==> config.mk <==
export PLATFORM = sky130hd
export DESIGN_NAME = busdemux816
export DESIGN_NICKNAME = d
export VERILOG_FILES = /design/src/rtl/busdemux816_pkg.sv /design/src/rtl/bd_phase_track.sv /design/src/rtl/bd_bank_capture.sv /design/src/rtl/bd_cycle_register.sv /design/src/rtl/bd_data_drive.sv /design/src/rtl/busdemux816.sv
export SDC_FILE = /design/constraint.sdc
export NUM_CORES = 1
export LEC_CHECK = 0
export CAP_MARGIN = 20
export CORE_ASPECT_RATIO = 1.25
export CORE_MARGIN = 2
export CORE_UTILIZATION = 40
export CTS_CLUSTER_SIZE = 28
export DETAILED_ROUTE_END_ITERATION = 6
export DONT_BUFFER_PORTS = 1
export PLACE_DENSITY = 0.51
export SLEW_MARGIN = 20
export SYNTH_ARGS = -nofsm -noshare
export SYNTH_HDL_FRONTEND = slang
export SYNTH_HIERARCHICAL = 1
export SYNTH_SLANG_ARGS = --single-unit
==> constraint.sdc <==
create_clock -name clk -period 1.5 [get_ports clk]
set_input_delay 0.3 -clock clk [delete_from_list [all_inputs] [get_ports clk]]
set_output_delay 0.3 -clock clk [all_outputs]
set_load 0.1 [all_outputs]
==> src/rtl/busdemux816_pkg.sv <==
// Package: shared types and the status-line decode for the bus demultiplexer.
// Assumes status lines are sampled at the rising phase-2 edge.
package busdemux816_pkg;

    typedef enum logic [1:0] {
        CYC_INTERNAL = 2'b00,
        CYC_DATA     = 2'b01,
        CYC_OPERAND  = 2'b10,
        CYC_OPCODE   = 2'b11
    } cyc_kind_t;

    // Map the valid-data / valid-program pair onto a cycle kind.
    function automatic cyc_kind_t classify(input logic v_data, input logic v_prog);
        cyc_kind_t k;
        case ({v_prog, v_data})
            2'b11:   k = CYC_OPCODE;
            2'b10:   k = CYC_OPERAND;
            2'b01:   k = CYC_DATA;
            default: k = CYC_INTERNAL;
        endcase
        return k;
    endfunction

    // Bank byte is supplied by the program bank for both fetch kinds.
    function automatic logic from_program_bank(input cyc_kind_t k);
        return (k == CYC_OPCODE) || (k == CYC_OPERAND);
    endfunction

endpackage

==> src/rtl/bd_phase_track.sv <==
// Phase tracker: samples phase-2 on the system clock, reports rising and
// falling edges, and arms the block once a full high phase has ended.
// Assumes phi2 is already synchronous to clk (or synchronised upstream).
module bd_phase_track (
    input  logic clk,
    input  logic rst_n,
    input  logic phi2,
    output logic phi2_d,
    output logic rise,
    output logic armed
);
    logic fall;

    // Keep the previous sample of phase-2.
    always_ff @(posedge clk) begin
        if (!rst_n) phi2_d <= 1'b0;
        else        phi2_d <= phi2;
    end

    assign rise = phi2 & ~phi2_d;
    assign fall = ~phi2 & phi2_d;

    // Arm on the first falling edge after reset, stay armed afterwards.
    always_ff @(posedge clk) begin
        if (!rst_n)    armed <= 1'b0;
        else if (fall) armed <= 1'b1;
    end
endmodule

==> src/rtl/bd_bank_capture.sv <==
// Bank capture: behaves like a transparent latch in the system-clock domain,
// following the shared bus while phase-2 is low and holding while high.
// Assumes the bus is stable on the last low-phase clock.
module bd_bank_capture #(
    parameter int BANK_W = 8
) (
    input  logic              clk,
    input  logic              rst_n,
    input  logic              phi2,
    input  logic [BANK_W-1:0] bus_in,
    output logic [BANK_W-1:0] bank
);
    // Follow the bus during the low phase only.
    always_ff @(posedge clk) begin
        if (!rst_n)     bank <= '0;
        else if (!phi2) bank <= bus_in;
    end
endmodule

==> src/rtl/bd_cycle_register.sv <==
// Cycle register: at an armed rising edge, snapshots the full address,
// the cycle kind and the direction, and holds them until the next edge.
// Assumes capture is a single-clock pulse.
module bd_cycle_register
    import busdemux816_pkg::*;
#(
    parameter int LO_W   = 16,
    parameter int BANK_W = 8,
    localparam int ADDR_W = LO_W + BANK_W
) (
    input  logic              clk,
    input  logic              rst_n,
    input  logic              capture,
    input  logic [BANK_W-1:0] bank_in,
    input  logic [LO_W-1:0]   addr_lo,
    input  logic              vda,
    input  logic              vpa,
    input  logic              rwb,
    output logic [ADDR_W-1:0] addr_q,
    output cyc_kind_t         kind_q,
    output logic              rd_q
);
    // Snapshot address and status once per phase-2 period.
    always_ff @(posedge clk) begin
        if (!rst_n) begin
            addr_q <= '0;
            kind_q <= CYC_INTERNAL;
            rd_q   <= 1'b0;
        end else if (capture) begin
            addr_q <= {bank_in, addr_lo};
            kind_q <= classify(vda, vpa);
            rd_q   <= rwb;
        end
    end
endmodule

==> src/rtl/bd_data_drive.sv <==
// Read-data return path: enables the bus driver only after phase-2 has been
// high for at least one clock, and only for valid read cycles.
// Assumes the external pad applies high impedance when data_oe is low.
module bd_data_drive #(
    parameter int DATA_W = 8
) (
    input  logic              phi2,
    input  logic              phi2_d,
    input  logic              cyc_valid,
    input  logic              rd,
    input  logic [DATA_W-1:0] mem_rdata,
    output logic              data_oe,
    output logic [DATA_W-1:0] data_out
);
    // Combinational so the enable drops on the first low sample.
    always_comb begin
        data_oe  = phi2 & phi2_d & cyc_valid & rd;
        data_out = data_oe ? mem_rdata : '0;
    end
endmodule

==> src/rtl/busdemux816.sv <==
// Top: rebuilds the 24-bit address from the low address lines and the bank
// byte carried on the data bus in the low phase, classifies each bus cycle
// and steers memory read data back during the high phase.
// Assumes a system clock several times faster than phase-2.
module busdemux816
    import busdemux816_pkg::*;
#(
    parameter int LO_W   = 16,
    parameter int BANK_W = 8,
    localparam int ADDR_W = LO_W + BANK_W
) (
    input  logic              clk,
    input  logic              rst_n,
    input  logic              phi2,
    input  logic [LO_W-1:0]   addr_lo,
    input  logic [BANK_W-1:0] bus_d,
    input  logic              vda,
    input  logic              vpa,
    input  logic              rwb,
    input  logic [BANK_W-1:0] mem_rdata,
    output logic [ADDR_W-1:0] addr_full,
    output logic              addr_valid,
    output logic [1:0]        cyc_type,
    output logic              prog_bank,
    output logic [BANK_W-1:0] data_out,
    output logic              data_oe
);
    logic              phi2_d;
    logic              rise_w;
    logic              armed_w;
    logic [BANK_W-1:0] bank_w;
    cyc_kind_t         kind_w;
    logic              rd_w;

    bd_phase_track u_phase (
        .clk(clk), .rst_n(rst_n), .phi2(phi2),
        .phi2_d(phi2_d), .rise(rise_w), .armed(armed_w)
    );

    bd_bank_capture #(.BANK_W(BANK_W)) u_bank (
        .clk(clk), .rst_n(rst_n), .phi2(phi2),
        .bus_in(bus_d), .bank(bank_w)
    );

    bd_cycle_register #(.LO_W(LO_W), .BANK_W(BANK_W)) u_cyc (
        .clk(clk), .rst_n(rst_n), .capture(rise_w & armed_w),
        .bank_in(bank_w), .addr_lo(addr_lo), .vda(vda), .vpa(vpa), .rwb(rwb),
        .addr_q(addr_full), .kind_q(kind_w), .rd_q(rd_w)
    );

    // Derive the per-cycle flags from the held cycle kind.
    always_comb begin
        cyc_type   = kind_w;
        addr_valid = (kind_w != CYC_INTERNAL);
        prog_bank  = from_program_bank(kind_w);
    end

    bd_data_drive #(.DATA_W(BANK_W)) u_drive (
        .phi2(phi2), .phi2_d(phi2_d), .cyc_valid(addr_valid), .rd(rd_w),
        .mem_rdata(mem_rdata), .data_oe(data_oe), .data_out(data_out)
    );
endmodule

==> impl_metrics.tcl <==
set metrics [dict create \
    core_area_um2 3720 \
    global_route.usage.met3 0.0567 \
    holdWs_ns 0.140 \
    power.density_nw_per_um2 1020 \
    cp.arrival_ns 1.32 \
    synth-edff-count 0 \
    avgViaCountPerCell 4.79 \
    ys_async_sr_fraction 0 \
    cts_root_buf "clkbuf_8" \
    cts.sinks 37 \
    fin_crit_sh 1.08 \
    p_sw_w 0.000471 \
    relSlewSlack 0.631 \
    clkTransAtPathRegs_ns 0.06 \
    finalSetupViolCount 9 \
    cp-start-kind "flip-flop" \
    rsz0062_at_grt "yes" \
    firstDrtPassIters 4 \
    cp_max_fo 5 \
    worst-setup-path-type "reg -> out" \
    synthCells 130 \
    timing.fmax_mhz 619 \
    die_area_um2 4300 \
    synth.most_common_cell "dfxtp_1" \
    overflow 0 \
    synth_area_leader_cell "dfxtp_1" \
    wl_per_cell_um 13.7 \
    place_congestion 0.621 \
    status "finished with violations" \
    cts_buffers 5 \
    top_usage_layer "met2" \
    period_needed_ns 1.62 \
    final_max_slew_viol_count 0 \
    ir_drop_v 0.000665 \
    min_path_type "in -> reg" \
    leakage_nw 0.711 \
    grt_max_degree 38 \
    synthTopCellsByCount "37 x dfxtp_1, 36 x nor2b_1, 35 x mux2i_1, 8 x and2_4" \
    worst_slack_ns -0.117 \
    num_vias 963 \
    dp_cells 192 \
    ys.warnings.count 6 \
    syn_area_per_cell_um2 11.7 \
    syn-cell-area_um2 1520 \
    total_power_w 0.00186 \
    rows 25 \
    grt.met1_usage 0.143 \
    netSwitchingFraction 0.253 \
    cts_hold_buf 0 \
    dp_hpwl_um 1940 \
    final_cell_area_um2 1820 \
    place_area_um2 1720 \
    cap_violations 0 \
    tns_ns -0.949 \
    required_ns 1.20 \
    antenna_found_initial 0 \
    antenna_cells 0 \
    drive_above_1_share 0.329 \
    pin_count 75 \
    grt_pass1_vias 984 \
    final_cells 201 \
    seqPwrFrac 0.546 \
    yosys_register_bits 37 \
    clockBufferDepth 2 \
    synthTopCellsByArea "dfxtp_1 49%, mux2i_1 23%, nor2b_1 15%, and2_4 4.6%, buf_12 2.6%" \
    wirelength_um 2750 \
    io_buffers 0 \
    grt_pass1_wl_um 4350 \
    syn_nets 168 \
    combPwrFrac 0.100 \
    cp-end-kind "primary output" \
    fp.dieH_um 72.8 \
    violations "setup timing" \
    cts_tree "done" \
    hold_viol_final 0 \
    grt_usage 0.136 \
    die_w_um 59.1 \
    clock_latency_ns 0.29 \
    tightest_slew_ns 0.553 \
    yosysSeqAreaShare 0.489 \
    p_int_w 0.00139 \
    clock_skew_ns 0.00773 \
    postCtsSetupBuffers 0 \
    drc 0 \
    grt_use_met2 0.227 \
    areaGrowthSynthToFinish_pct 20.3 \
    ant_nets 0 \
    netlist.area_leader.share 0.489 \
    synth_top_flop_cell "dfxtp_1" \
    synth_cell_type_count 12 \
    start_util 0.407 \
    h-tree-depth 2 \
    drtIter0Drc 20 \
    p_clk_frac 0.354 \
    fin_nets 198 \
]
==> cell families (layout without fill, tap and decap cells) <==
| family | after synthesis | count (layout) | synth area share |
|---|---|---|---|
| and+or+nand+nor | 49 | 50 | 0.219 |
| muxes | 35 | 35 | 0.231 |
| DFF | 37 | 37 | 0.489 |
| AOI/OAI and AO/OA | 1 | 1 | 0.00496 |
| buffers and inverters | 8 | 38 | 0.0562 |
==> path summary, 6_finish.rpt <==
kind	start	end	slack, ns	cells past startpoint
hold / removal	phi2	u_phase/phi2_d	0.14	1
setup reg to reg	u_phase/phi2_d	u_cyc/addr_q[2]	0.15	5
setup / recovery	u_cyc/kind_q[0]	data_out[0]	-0.12	3
hold reg to reg	u_phase/armed	u_phase/armed	0.46	1
==> worst max-delay path, stage by stage (launching register included) <==
cell	delay [ns]
dfxtp_4	0.34
or2_4	0.25
and4_4	0.19
and2_4	0.26
==> metrics by stage <==
step	setup WS, ns	utilization
2_1_floorplan	-0.524	-
5_1_grt	-0.162	0.490
6_report	-0.117	0.490
4_1_cts	-0.134	0.490
3_5_place_dp	0.142	0.462
3_3_place_gp	0.169	0.462
==> metal layers <==
metal	share of wire	wire length (µm)
met1	0.39	1070
met2	0.52	1430
met3	0.070	191
met4	0.022	60
met5	0	0
==> power groups by stage <==
stage               clock, W  sequential, W  combinational (W)
floorplan                  0        0.00112          0.0000970
global placement           0        0.00104           0.000184
detailed placement         0        0.00104           0.000187
CTS                 0.000691        0.00102           0.000188
global route        0.000724        0.00102           0.000197
finish              0.000659        0.00102           0.000186
==> flip-flops by register name, summed over array words and instances (netlist names) <==
name,cells
u_cyc/kind_q,2
u_cyc/addr_q,24
u_cyc/rd_q,1
u_bank/bank,8
u_phase/phi2_d,1
u_phase/armed,1
==> cells in the final DEF (no fill, tap or decap) <==
cell       n
dfxtp_4    2
or2_4      1
and2b_2    1
and4_4     2
clkbuf_8   5
and2_1     1
dfxtp_1   35
nor2b_1   36
and2_2     1
mux2i_1   35
buf_8      1
inv_4      1
o21a_1     1
clkinv_2   2
buf_4     29
and2_4     8
==> cell type report <==
type | instances | area (µm²)
clock buffers | 5 | 68.8
clock inverters | 3 | 16.3
fillers | 368 | 1900
multi-input cells | 86 | 707
flip-flops and latches | 37 | 748
well taps | 40 | 50.0
repair buffers | 30 | 233
==> timing repair <==
action	4_1_cts	5_1_grt
gates resized for setup	3	0
hold endpoints to repair	0	0
endpoints found under the setup margin	9	9
pin swaps	4	3
gates cloned	1	0
Note: power is estimated with default switching activity, not from simulation.
